<file path="src/rtl/flt_pkg.sv">
package flt_pkg;

  typedef enum logic [3:0] {
    ST_IDLE,
    ST_RADDR,
    ST_RCONF,
    ST_RLOAD,
    ST_RWAIT,
    ST_PADDR,
    ST_PLOAD,
    ST_PWAIT,
    ST_XFER,
    ST_STAT,
    ST_SREAD
  } tgt_state_e;

  typedef enum logic {
    LD_ARRAY,
    LD_PARAM
  } load_kind_e;

  localparam logic [7:0] OP_READ    = 8'h00;
  localparam logic [7:0] OP_CONFIRM = 8'h30;
  localparam logic [7:0] OP_STATUS  = 8'h70;
  localparam logic [7:0] OP_PARAM   = 8'hEC;
  localparam logic [7:0] OP_RESET   = 8'hFF;

  localparam int STAT_RDY_BIT = 6;

endpackage

</file>
<file path="src/rtl/flt_lun.sv">
module flt_lun
  import flt_pkg::*;
#(
  parameter int PAGE_BYTES   = 8,
  parameter int LUN_ID       = 0,
  parameter int LOAD_BASE    = 20,
  parameter int LOAD_SPREAD  = 8,
  parameter int PARAM_CYCLES = 4,
  parameter int PG_W         = 7,
  localparam int COL_W = $clog2(PAGE_BYTES),
  localparam int MAXC  = (LOAD_BASE + LOAD_SPREAD > PARAM_CYCLES) ?
                         (LOAD_BASE + LOAD_SPREAD) : PARAM_CYCLES,
  localparam int CNT_W = $clog2(MAXC + 1)
) (
  input  logic             clk,
  input  logic             rst_n,
  input  logic             wipe_i,
  input  logic             req_i,
  input  load_kind_e       kind_i,
  input  logic [PG_W-1:0]  page_i,
  input  logic [COL_W-1:0] col_i,
  output logic             rdy_o,
  output logic [7:0]       byte_o
);

  logic             rdy_q;
  logic [CNT_W-1:0] cnt_q;
  logic [CNT_W-1:0] load_len;
  load_kind_e       kind_q;
  logic [PG_W-1:0]  page_q;
  logic             finish;
  logic [7:0]       pg_q    [PAGE_BYTES];
  logic [7:0]       pg_fill [PAGE_BYTES];

  // Work length: fixed for the parameter page, page dependent for the array.
  always_comb begin
    if (kind_i == LD_PARAM) begin
      load_len = CNT_W'(PARAM_CYCLES);
    end else begin
      load_len = CNT_W'(LOAD_BASE + (int'(page_i) % LOAD_SPREAD));
    end
  end

  // Behavioural stand-in for the storage array.
  always_comb begin
    for (int b = 0; b < PAGE_BYTES; b++) begin
      if (kind_q == LD_PARAM) begin
        pg_fill[b] = 8'((192 + b * 5 + LUN_ID) % 256);
      end else begin
        pg_fill[b] = 8'((int'(page_q) * 7 + b * 13 + LUN_ID * 64 + 1) % 256);
      end
    end
  end

  assign finish = !rdy_q && (cnt_q == CNT_W'(1)) && !wipe_i && !req_i;

  always_ff @(posedge clk or negedge rst_n) begin
    if (!rst_n) begin
      rdy_q  <= 1'b1;
      cnt_q  <= '0;
      kind_q <= LD_ARRAY;
      page_q <= '0;
    end else if (wipe_i) begin
      rdy_q <= 1'b1;
      cnt_q <= '0;
    end else if (req_i) begin
      rdy_q  <= 1'b0;
      cnt_q  <= load_len;
      kind_q <= kind_i;
      page_q <= page_i;
    end else if (!rdy_q) begin
      cnt_q <= cnt_q - CNT_W'(1);
      if (cnt_q == CNT_W'(1)) begin
        rdy_q <= 1'b1;
      end
    end
  end

  always_ff @(posedge clk or negedge rst_n) begin
    if (!rst_n) begin
      for (int b = 0; b < PAGE_BYTES; b++) begin
        pg_q[b] <= 8'h00;
      end
    end else if (finish) begin
      for (int b = 0; b < PAGE_BYTES; b++) begin
        pg_q[b] <= pg_fill[b];
      end
    end
  end

  assign rdy_o  = rdy_q;
  assign byte_o = pg_q[col_i];

  AST_LUN_BUSY_AFTER_REQ: assert property (@(posedge clk) disable iff (!rst_n)
    (req_i && !wipe_i) |=> !rdy_o);

  AST_LUN_READY_AFTER_WIPE: assert property (@(posedge clk) disable iff (!rst_n)
    wipe_i |=> rdy_o);

endmodule

</file>
<file path="src/rtl/flt_rdy_and.sv">
module flt_rdy_and #(
  parameter int LUN_COUNT = 2
) (
  input  logic                 clk,
  input  logic                 rst_n,
  input  logic [LUN_COUNT-1:0] rdy_i,
  output logic                 rb_o
);

  logic [LUN_COUNT:0] chain;
  logic               rb_q;

  assign chain[0] = 1'b1;

  for (genvar g = 0; g < LUN_COUNT; g++) begin : g_and
    assign chain[g+1] = chain[g] & rdy_i[g];
  end

  always_ff @(posedge clk or negedge rst_n) begin
    if (!rst_n) begin
      rb_q <= 1'b1;
    end else begin
      rb_q <= chain[LUN_COUNT];
    end
  end

  assign rb_o = rb_q;

endmodule

</file>
<file path="src/rtl/flt_seq.sv">
module flt_seq
  import flt_pkg::*;
#(
  parameter int LUN_COUNT  = 2,
  parameter int PAGE_BYTES = 8,
  parameter int ADDR_BYTES = 2,
  localparam int LUN_W  = $clog2(LUN_COUNT),
  localparam int COL_W  = $clog2(PAGE_BYTES),
  localparam int PG_W   = 8 - LUN_W,
  localparam int ACNT_W = $clog2(ADDR_BYTES + 1)
) (
  input  logic             clk,
  input  logic             rst_n,
  input  logic             cmd_v_i,
  input  logic             addr_v_i,
  input  logic             rd_v_i,
  input  logic [7:0]       bus_i,
  input  logic             sel_rdy_i,
  output logic [LUN_W-1:0] sel_o,
  output logic             req_o,
  output load_kind_e       kind_o,
  output logic [PG_W-1:0]  page_o,
  output logic [COL_W-1:0] col_o,
  output logic             stat_o,
  output logic             xfer_o,
  output logic             wipe_o
);

  tgt_state_e        state_q, state_d;
  tgt_state_e        ret_q, ret_d;
  logic              stat_q, stat_d;
  logic [LUN_W-1:0]  sel_q, sel_d;
  logic [PG_W-1:0]   page_q, page_d;
  logic [COL_W-1:0]  cbase_q, cbase_d;
  logic [COL_W-1:0]  col_q, col_d;
  logic [ACNT_W-1:0] acnt_q, acnt_d;

  logic is_read, is_conf, is_status, is_param, is_reset, in_wait;

  assign is_read   = cmd_v_i && (bus_i == OP_READ);
  assign is_conf   = cmd_v_i && (bus_i == OP_CONFIRM);
  assign is_status = cmd_v_i && (bus_i == OP_STATUS);
  assign is_param  = cmd_v_i && (bus_i == OP_PARAM);
  assign is_reset  = cmd_v_i && (bus_i == OP_RESET);
  assign in_wait   = (state_q == ST_RWAIT) || (state_q == ST_PWAIT);

  always_comb begin
    state_d = state_q;
    ret_d   = ret_q;
    stat_d  = stat_q;
    sel_d   = sel_q;
    page_d  = page_q;
    cbase_d = cbase_q;
    col_d   = col_q;
    acnt_d  = acnt_q;

    if (is_reset) begin
      state_d = ST_IDLE;
      ret_d   = ST_IDLE;
      stat_d  = 1'b0;
    end else begin
      case (state_q)
        ST_IDLE: begin
          if (is_read) begin
            state_d = ST_RADDR;
            acnt_d  = '0;
            stat_d  = 1'b0;
          end else if (is_param) begin
            state_d = ST_PADDR;
            stat_d  = 1'b0;
          end else if (is_status) begin
            state_d = ST_STAT;
            stat_d  = 1'b1;
          end
        end

        ST_RADDR: begin
          if (addr_v_i) begin
            if (acnt_q == '0) begin
              cbase_d = bus_i[COL_W-1:0];
            end
            if (acnt_q == ACNT_W'(ADDR_BYTES - 1)) begin
              sel_d   = bus_i[7 -: LUN_W];
              page_d  = bus_i[PG_W-1:0];
              state_d = ST_RCONF;
            end
            acnt_d = acnt_q + ACNT_W'(1);
          end else if (is_status) begin
            state_d = ST_STAT;
            stat_d  = 1'b1;
          end
        end

        ST_RCONF: begin
          if (is_conf) begin
            state_d = ST_RLOAD;
          end else if (is_read) begin
            state_d = ST_RADDR;
            acnt_d  = '0;
          end else if (is_status) begin
            state_d = ST_STAT;
            stat_d  = 1'b1;
          end
        end

        ST_RLOAD: begin
          state_d = ST_RWAIT;
          ret_d   = ST_RWAIT;
        end

        ST_PADDR: begin
          if (addr_v_i) begin
            sel_d   = bus_i[7 -: LUN_W];
            state_d = ST_PLOAD;
          end else if (is_status) begin
            state_d = ST_STAT;
            stat_d  = 1'b1;
          end
        end

        ST_PLOAD: begin
          state_d = ST_PWAIT;
          ret_d   = ST_PWAIT;
        end

        ST_RWAIT, ST_PWAIT: begin
          // Priority order: completion, then status opcode, then status read.
          if (sel_rdy_i) begin
            state_d = ST_XFER;
            ret_d   = ST_XFER;
            col_d   = (state_q == ST_RWAIT) ? cbase_q : '0;
          end else if (is_status) begin
            state_d = ST_STAT;
            stat_d  = 1'b1;
          end else if (rd_v_i && stat_q) begin
            state_d = ST_SREAD;
          end
        end

        ST_XFER: begin
          if (rd_v_i && !stat_q) begin
            if (col_q == COL_W'(PAGE_BYTES - 1)) begin
              col_d = '0;
            end else begin
              col_d = col_q + COL_W'(1);
            end
          end else if (is_status) begin
            state_d = ST_STAT;
            stat_d  = 1'b1;
          end else if (is_read) begin
            if (stat_q) begin
              stat_d = 1'b0;
            end else begin
              state_d = ST_RADDR;
              acnt_d  = '0;
            end
          end else if (is_param) begin
            state_d = ST_PADDR;
            stat_d  = 1'b0;
          end
        end

        ST_STAT: begin
          state_d = ret_q;
        end

        ST_SREAD: begin
          if (is_read) begin
            state_d = ret_q;
            stat_d  = 1'b0;
          end else if (is_param) begin
            state_d = ST_PADDR;
            stat_d  = 1'b0;
          end else if (is_status) begin
            state_d = ST_STAT;
            stat_d  = 1'b1;
          end
        end

        default: begin
          state_d = ST_IDLE;
        end
      endcase
    end
  end

  always_ff @(posedge clk or negedge rst_n) begin
    if (!rst_n) begin
      state_q <= ST_IDLE;
      ret_q   <= ST_IDLE;
      stat_q  <= 1'b0;
      sel_q   <= '0;
      page_q  <= '0;
      cbase_q <= '0;
      col_q   <= '0;
      acnt_q  <= '0;
    end else begin
      state_q <= state_d;
      ret_q   <= ret_d;
      stat_q  <= stat_d;
      sel_q   <= sel_d;
      page_q  <= page_d;
      cbase_q <= cbase_d;
      col_q   <= col_d;
      acnt_q  <= acnt_d;
    end
  end

  assign sel_o  = sel_q;
  assign req_o  = (state_q == ST_RLOAD) || (state_q == ST_PLOAD);
  assign kind_o = (state_q == ST_PLOAD) ? LD_PARAM : LD_ARRAY;
  assign page_o = page_q;
  assign col_o  = col_q;
  assign stat_o = stat_q;
  assign xfer_o = (state_q == ST_XFER);
  assign wipe_o = is_reset;

  AST_DONE_BEATS_STATUS: assert property (@(posedge clk) disable iff (!rst_n)
    (in_wait && sel_rdy_i && !is_reset) |=> (state_q == ST_XFER));

  AST_STATUS_TAKEN: assert property (@(posedge clk) disable iff (!rst_n)
    (is_status && !(in_wait && sel_rdy_i) && (state_q != ST_RLOAD) &&
     (state_q != ST_PLOAD) && (state_q != ST_STAT)) |=> stat_o);

  AST_RESET_CMD_FLUSH: assert property (@(posedge clk) disable iff (!rst_n)
    is_reset |=> ((state_q == ST_IDLE) && (ret_q == ST_IDLE) && !stat_o));

  AST_UNKNOWN_IGNORED: assert property (@(posedge clk) disable iff (!rst_n)
    ((state_q == ST_IDLE) && (addr_v_i || is_conf ||
     (cmd_v_i && !is_read && !is_param && !is_status && !is_reset)))
    |=> ((state_q == ST_IDLE) && $stable(stat_o)));

  AST_RESUME_NO_REQUEST: assert property (@(posedge clk) disable iff (!rst_n)
    ((state_q == ST_SREAD) && is_read) |=> !req_o);

endmodule

</file>
<file path="src/rtl/flash_tgt_ctrl.sv">
module flash_tgt_ctrl
  import flt_pkg::*;
#(
  parameter int LUN_COUNT    = 2,
  parameter int PAGE_BYTES   = 8,
  parameter int ADDR_BYTES   = 2,
  parameter int LOAD_BASE    = 20,
  parameter int LOAD_SPREAD  = 8,
  parameter int PARAM_CYCLES = 4
) (
  input  logic       clk,
  input  logic       rst_n,
  input  logic       cyc_cmd_i,
  input  logic       cyc_addr_i,
  input  logic       cyc_rd_i,
  input  logic [7:0] io_i,
  output logic [7:0] io_o,
  output logic       rdy_busy_o
);

  localparam int LUN_W = $clog2(LUN_COUNT);
  localparam int COL_W = $clog2(PAGE_BYTES);
  localparam int PG_W  = 8 - LUN_W;

  logic [LUN_W-1:0]     sel;
  logic                 req;
  load_kind_e           kind;
  logic [PG_W-1:0]      page;
  logic [COL_W-1:0]     col;
  logic                 stat;
  logic                 xfer;
  logic                 wipe;
  logic [LUN_COUNT-1:0] lun_rdy;
  logic [7:0]           lun_byte [LUN_COUNT];
  logic                 sel_rdy;
  logic [7:0]           status_byte;
  logic [7:0]           io_q;

  assign sel_rdy = lun_rdy[sel];

  flt_seq #(
    .LUN_COUNT  (LUN_COUNT),
    .PAGE_BYTES (PAGE_BYTES),
    .ADDR_BYTES (ADDR_BYTES)
  ) u_seq (
    .clk       (clk),
    .rst_n     (rst_n),
    .cmd_v_i   (cyc_cmd_i),
    .addr_v_i  (cyc_addr_i),
    .rd_v_i    (cyc_rd_i),
    .bus_i     (io_i),
    .sel_rdy_i (sel_rdy),
    .sel_o     (sel),
    .req_o     (req),
    .kind_o    (kind),
    .page_o    (page),
    .col_o     (col),
    .stat_o    (stat),
    .xfer_o    (xfer),
    .wipe_o    (wipe)
  );

  for (genvar g = 0; g < LUN_COUNT; g++) begin : g_lun
    flt_lun #(
      .PAGE_BYTES   (PAGE_BYTES),
      .LUN_ID       (g),
      .LOAD_BASE    (LOAD_BASE),
      .LOAD_SPREAD  (LOAD_SPREAD),
      .PARAM_CYCLES (PARAM_CYCLES),
      .PG_W         (PG_W)
    ) u_lun (
      .clk    (clk),
      .rst_n  (rst_n),
      .wipe_i (wipe),
      .req_i  (req && (sel == LUN_W'(g))),
      .kind_i (kind),
      .page_i (page),
      .col_i  (col),
      .rdy_o  (lun_rdy[g]),
      .byte_o (lun_byte[g])
    );
  end

  flt_rdy_and #(
    .LUN_COUNT (LUN_COUNT)
  ) u_rb (
    .clk   (clk),
    .rst_n (rst_n),
    .rdy_i (lun_rdy),
    .rb_o  (rdy_busy_o)
  );

  always_comb begin
    status_byte               = 8'h00;
    status_byte[STAT_RDY_BIT] = sel_rdy;
  end

  always_ff @(posedge clk or negedge rst_n) begin
    if (!rst_n) begin
      io_q <= 8'h00;
    end else if (cyc_rd_i) begin
      if (stat) begin
        io_q <= status_byte;
      end else if (xfer) begin
        io_q <= lun_byte[sel];
      end else begin
        io_q <= 8'h00;
      end
    end
  end

  assign io_o = io_q;

  AST_RB_LOW_WHEN_ANY_BUSY: assert property (@(posedge clk) disable iff (!rst_n)
    !(&lun_rdy) |=> !rdy_busy_o);

  AST_RB_HIGH_WHEN_ALL_READY: assert property (@(posedge clk) disable iff (!rst_n)
    (&lun_rdy) |=> rdy_busy_o);

endmodule

</file>
<file path="config.mk">
export PLATFORM = sky130hd
export DESIGN_NAME = flash_tgt_ctrl
export DESIGN_NICKNAME = d
export VERILOG_FILES = /design/src/rtl/flt_pkg.sv /design/src/rtl/flt_lun.sv /design/src/rtl/flt_rdy_and.sv /design/src/rtl/flt_seq.sv /design/src/rtl/flash_tgt_ctrl.sv
export SDC_FILE = /design/constraint.sdc
export NUM_CORES = 1
export LEC_CHECK = 0
export BUFFER_PORTS_ARGS = -buffer_cell sky130_fd_sc_hd__buf_2
export CAP_MARGIN = 20
export CELL_PAD_IN_SITES_DETAIL_PLACEMENT = 1
export CELL_PAD_IN_SITES_GLOBAL_PLACEMENT = 2
export CORE_MARGIN = 2
export CORE_UTILIZATION = 38
export DETAILED_ROUTE_END_ITERATION = 16
export GPL_ROUTABILITY_DRIVEN = 0
export PLACE_DENSITY_LB_ADDON = 0.1
export SYNTH_ARGS = -nofsm -noshare
export SYNTH_HDL_FRONTEND = slang
export SYNTH_SLANG_ARGS = --single-unit
</file>
<file path="constraint.sdc">
create_clock -name clk -period 3.22 [get_ports clk]
set_input_delay 0.805 -clock clk [delete_from_list [all_inputs] [get_ports clk]]
set_output_delay 0.805 -clock clk [all_outputs]
set_load 0.02 [all_outputs]
</file>
==> results by group <==
Yosys
  • YS warnings: 0
  • FFs w/ async S/R, synth: 1.00
  • Seq/Total Area, Yosys: 0.408
  • Mean Syn Cell Area: 10.3 µm²
  • Syn_nets: 1094
  • Number of synthesized flops with an enable pin: 0
  • Flops & latches, synth: 169
  • Post-Synthesis Cells: 1010
  • Synthesized cell area: 10400 µm²
  • Post-synth cell types: 69
  • Top FF cell, synth: dfrtp_1

Timing
  • Clk_skew: 15.1 ps
  • Setup TNS: 0 ps
  • Fmax achieved: 331 MHz
  • Final Cycle Share: 0.939
  • Setup ws final: 198 ps
  • Worst slew pin tran: 947 ps
  • Final hold violations: 0
  • Final setup fails: 0
  • Fin Hold WS: 324 ps
  • Minimum clock period: 3020 ps
  • RSZ-0062 raised after global routing: no
  • Slew Limit Fails: 0
  • Slew Limit Headroom: 0.367

Critical path
  • Worst Setup SP: g_lun[0].u_lun.page_q[2]
  • Delay of the slowest critical-path stage: 460 ps
  • Reg-to-Reg Start: g_lun[0].u_lun.page_q[2]
  • Crit end category: flip-flop
  • WS Path Type: flip-flop to flip-flop
  • R2R Path End: g_lun[0].u_lun.pg_q[55]
  • Worst path bufs/invs: 1
  • WP data arrival: 3330 ps
  • Levels on crit path: 10
  • CP required: 3520 ps
  • Startpoint Class: flip-flop
  • CP endpoint: g_lun[0].u_lun.pg_q[55]
  • Reg2reg setup slack: 200 ps
  • Critical-path maximum fanout: 8
  • CP max stage cell: dfrtp_2
  • Worst path cell trace: fa_1 -> ha_1 -> fa_1 -> a21o_1 -> a21oi_1 -> xor2_1 -> buf_4 -> nor3_1 -> xnor2_1 -> a21oi_1
  • R2r worst-path depth: 10
  • Family with the most delay on the worst path: adder cells

Clock network
  • Clock Tree Buf Depth: 2
  • CTS tree: yes
  • Insertion delay to the later sink of the worst-skew pair: 440 ps
  • Clk slew on worst S/H paths: 80 ps
  • Clk root buf: clkbuf_16
  • TritonCTS buffer count: 17
  • Post-CTS setup buffers: 0
  • Number of clock sinks: 169
  • Total number of H-tree levels: 4

Cells and area
  • Share of cells above drive strength 1: 0.186
  • Antenna cells: 0
  • Area added between synthesis and finish: 13.0%
  • Fill count: 3004
  • Final Instance Area: 11700 µm²
  • Final #Nets: 1134

Route
  • Drt wl/cell: 22.3 µm
  • Drt via density: 5.51
  • Pre-Repair DR Iteration Count: 4
  • Final WL: 31300 µm
  • DRC Markers: 0
  • Iter 0 DRT Violations: 500
  • Via count: 7730
  • Antenna viol nets, final: 0

Floorplanning
  • Die area: 28700 µm²
  • Chip width: 169 µm
  • I/O pins: 22
  • CORE AREA: 26900 µm²
  • Starting density of the core: 0.386
  • Die Y: 169 µm
  • # rows: 60

Global route
  • Largest net degree at the start of global routing: 58
  • Global-route wire length before repair: 50600 µm
  • Initial antenna violation count: 0
  • Number of global-route vias before repair: 8470
  • All-Layer GR Usage: 0.233
  • Overflow after GRT: 0

Run status
  • Outcome: complete, no violations

Worst hold path
  • Hold WC Path Type: input port to async pin

Placement
  • IO Port Bufs: 21
  • Pre-CTS WS: 143 ps
  • DPL Wire Length: 23100 µm
  • Cell Area, Placed: 11100 µm²

Run
  • Max_cap viols: 0
-- flip-flops by register name (all words and copies together), names as in the netlist, 3 cells and up --
| register | cells |
|---|---|
| u_seq.col_o | 3 |
| u_seq.cbase_q | 3 |
| io_o | 8 |
| u_seq.page_o | 7 |
| g_lun.u_lun.page_q | 14 |
| g_lun.u_lun.pg_q | 108 |
| u_seq.ret_q | 3 |
| g_lun.u_lun.cnt_q | 10 |
| u_seq.state_q | 4 |
-- synth_stat cells, types with 4 or more instances --
library cell | number | area (µm²)
dfrtp_1 | 166 | 4150
nand2_1 | 113 | 424
nor2_1 | 76 | 285
xnor2_1 | 75 | 657
a21oi_1 | 74 | 370
ha_1 | 57 | 713
o21ai_0 | 56 | 280
inv_1 | 34 | 128
mux4_2 | 33 | 743
clkbuf_1 | 31 | 116
mux2_2 | 24 | 270
a31oi_1 | 22 | 138
nor3_1 | 19 | 95.1
nand3_1 | 16 | 80.1
buf_2 | 15 | 75.1
fa_1 | 14 | 280
o31ai_1 | 14 | 105
xor2_1 | 14 | 123
mux2i_1 | 10 | 100
a22o_1 | 9 | 78.8
a32o_1 | 8 | 80.1
and3_1 | 7 | 43.8
buf_1 | 7 | 26.3
nor2b_1 | 7 | 43.8
o31ai_2 | 7 | 87.6
a211oi_1 | 6 | 45.0
a21o_1 | 6 | 45.0
buf_6 | 6 | 67.6
nor4_1 | 6 | 37.5
a21boi_0 | 5 | 37.5
a22oi_1 | 5 | 37.5
o22a_1 | 4 | 35.0
-- metal layers --
layer  track usage  part of all wire  routed length [µm]
met1         0.329              0.48               15100
met2         0.379              0.47               14800
met5             0                 0                   0
met3        0.0347             0.030                 927
met4        0.0539             0.015                 457
-- worst min path at each step --
stage / from / end / cells past startpoint
4_1_cts: rst_n / g_lun[0].u_lun.pg_q[13] / 1
2_1_floorplan: g_lun[1].u_lun.pg_q[12] / g_lun[1].u_lun.pg_q[12] / 2
3_5_place_dp: g_lun[1].u_lun.pg_q[12] / g_lun[1].u_lun.pg_q[12] / 2
5_1_grt: rst_n / g_lun[0].u_lun.pg_q[21] / 1
6_report: rst_n / g_lun[0].u_lun.pg_q[21] / 1
3_3_place_gp: g_lun[1].u_lun.pg_q[12] / g_lun[1].u_lun.pg_q[12] / 2
-- placed cells by master, fill, tap and decap left out, types with 4 or more instances in the layout --
cell type and n:
mux2i_1 9, xor2_1 13, inv_1 33, o21ai_0 55, clkbuf_16 17, o22a_1 4, a21oi_1 74, ha_1 56
clkinv_4 5, nand3_1 16, buf_2 20, a21boi_0 5, fa_1 14, o31ai_1 14, xnor2_1 74, nand2_1 113
o31ai_2 7, nor4_1 5, a21o_1 6, nor2_1 76, a32o_1 8, buf_4 58, a22o_1 9, and3_1 7
a31oi_1 22, dfrtp_1 164, nor2b_1 7, mux4_2 33, a211oi_1 6, mux2_2 24, inv_6 4, nor3_1 18
a22oi_1 5
-- per-stage QoR --
step / utilization / std cells
after floorplan: - / 1010
after global placement: 0.414 / 1372
after detailed placement: 0.414 / 1372
after CTS: 0.436 / 1404
after global routing: 0.437 / 1404
final: 0.437 / 1404
-- cells by family after synthesis --
group,synth area share
multiplexers,0.107
AND/OR/NAND/NOR,0.122
AO/OA/AOI/OAI,0.149
buffers and inverters,0.0412
adder cells (fa/ha/maj),0.0957
flip-flops,0.408
XOR/XNOR,0.0766
-- final cells by class --
cell class                 instances  area [µm²]  area share
sequential                       169        4240       0.361
multi-input combinational        745        5760       0.491
clock buffer                      18         429      0.0366
clock inverter                    14         163      0.0139
timing repair buffer              81         587      0.0500
tap                              341         427      0.0364
inverter                          36         135      0.0115
-- timing repair --
| action | 4_1_cts | 5_1_grt |
|---|---|---|
| hold buffers | 0 | 0 |
| gates resized for setup | 0 | 9 |
| setup endpoints to repair | 0 | 15 |
Power is left out: the tool's default activity adds up to more than one toggle a clock period on the data nets, which glitch-free logic cannot reach.
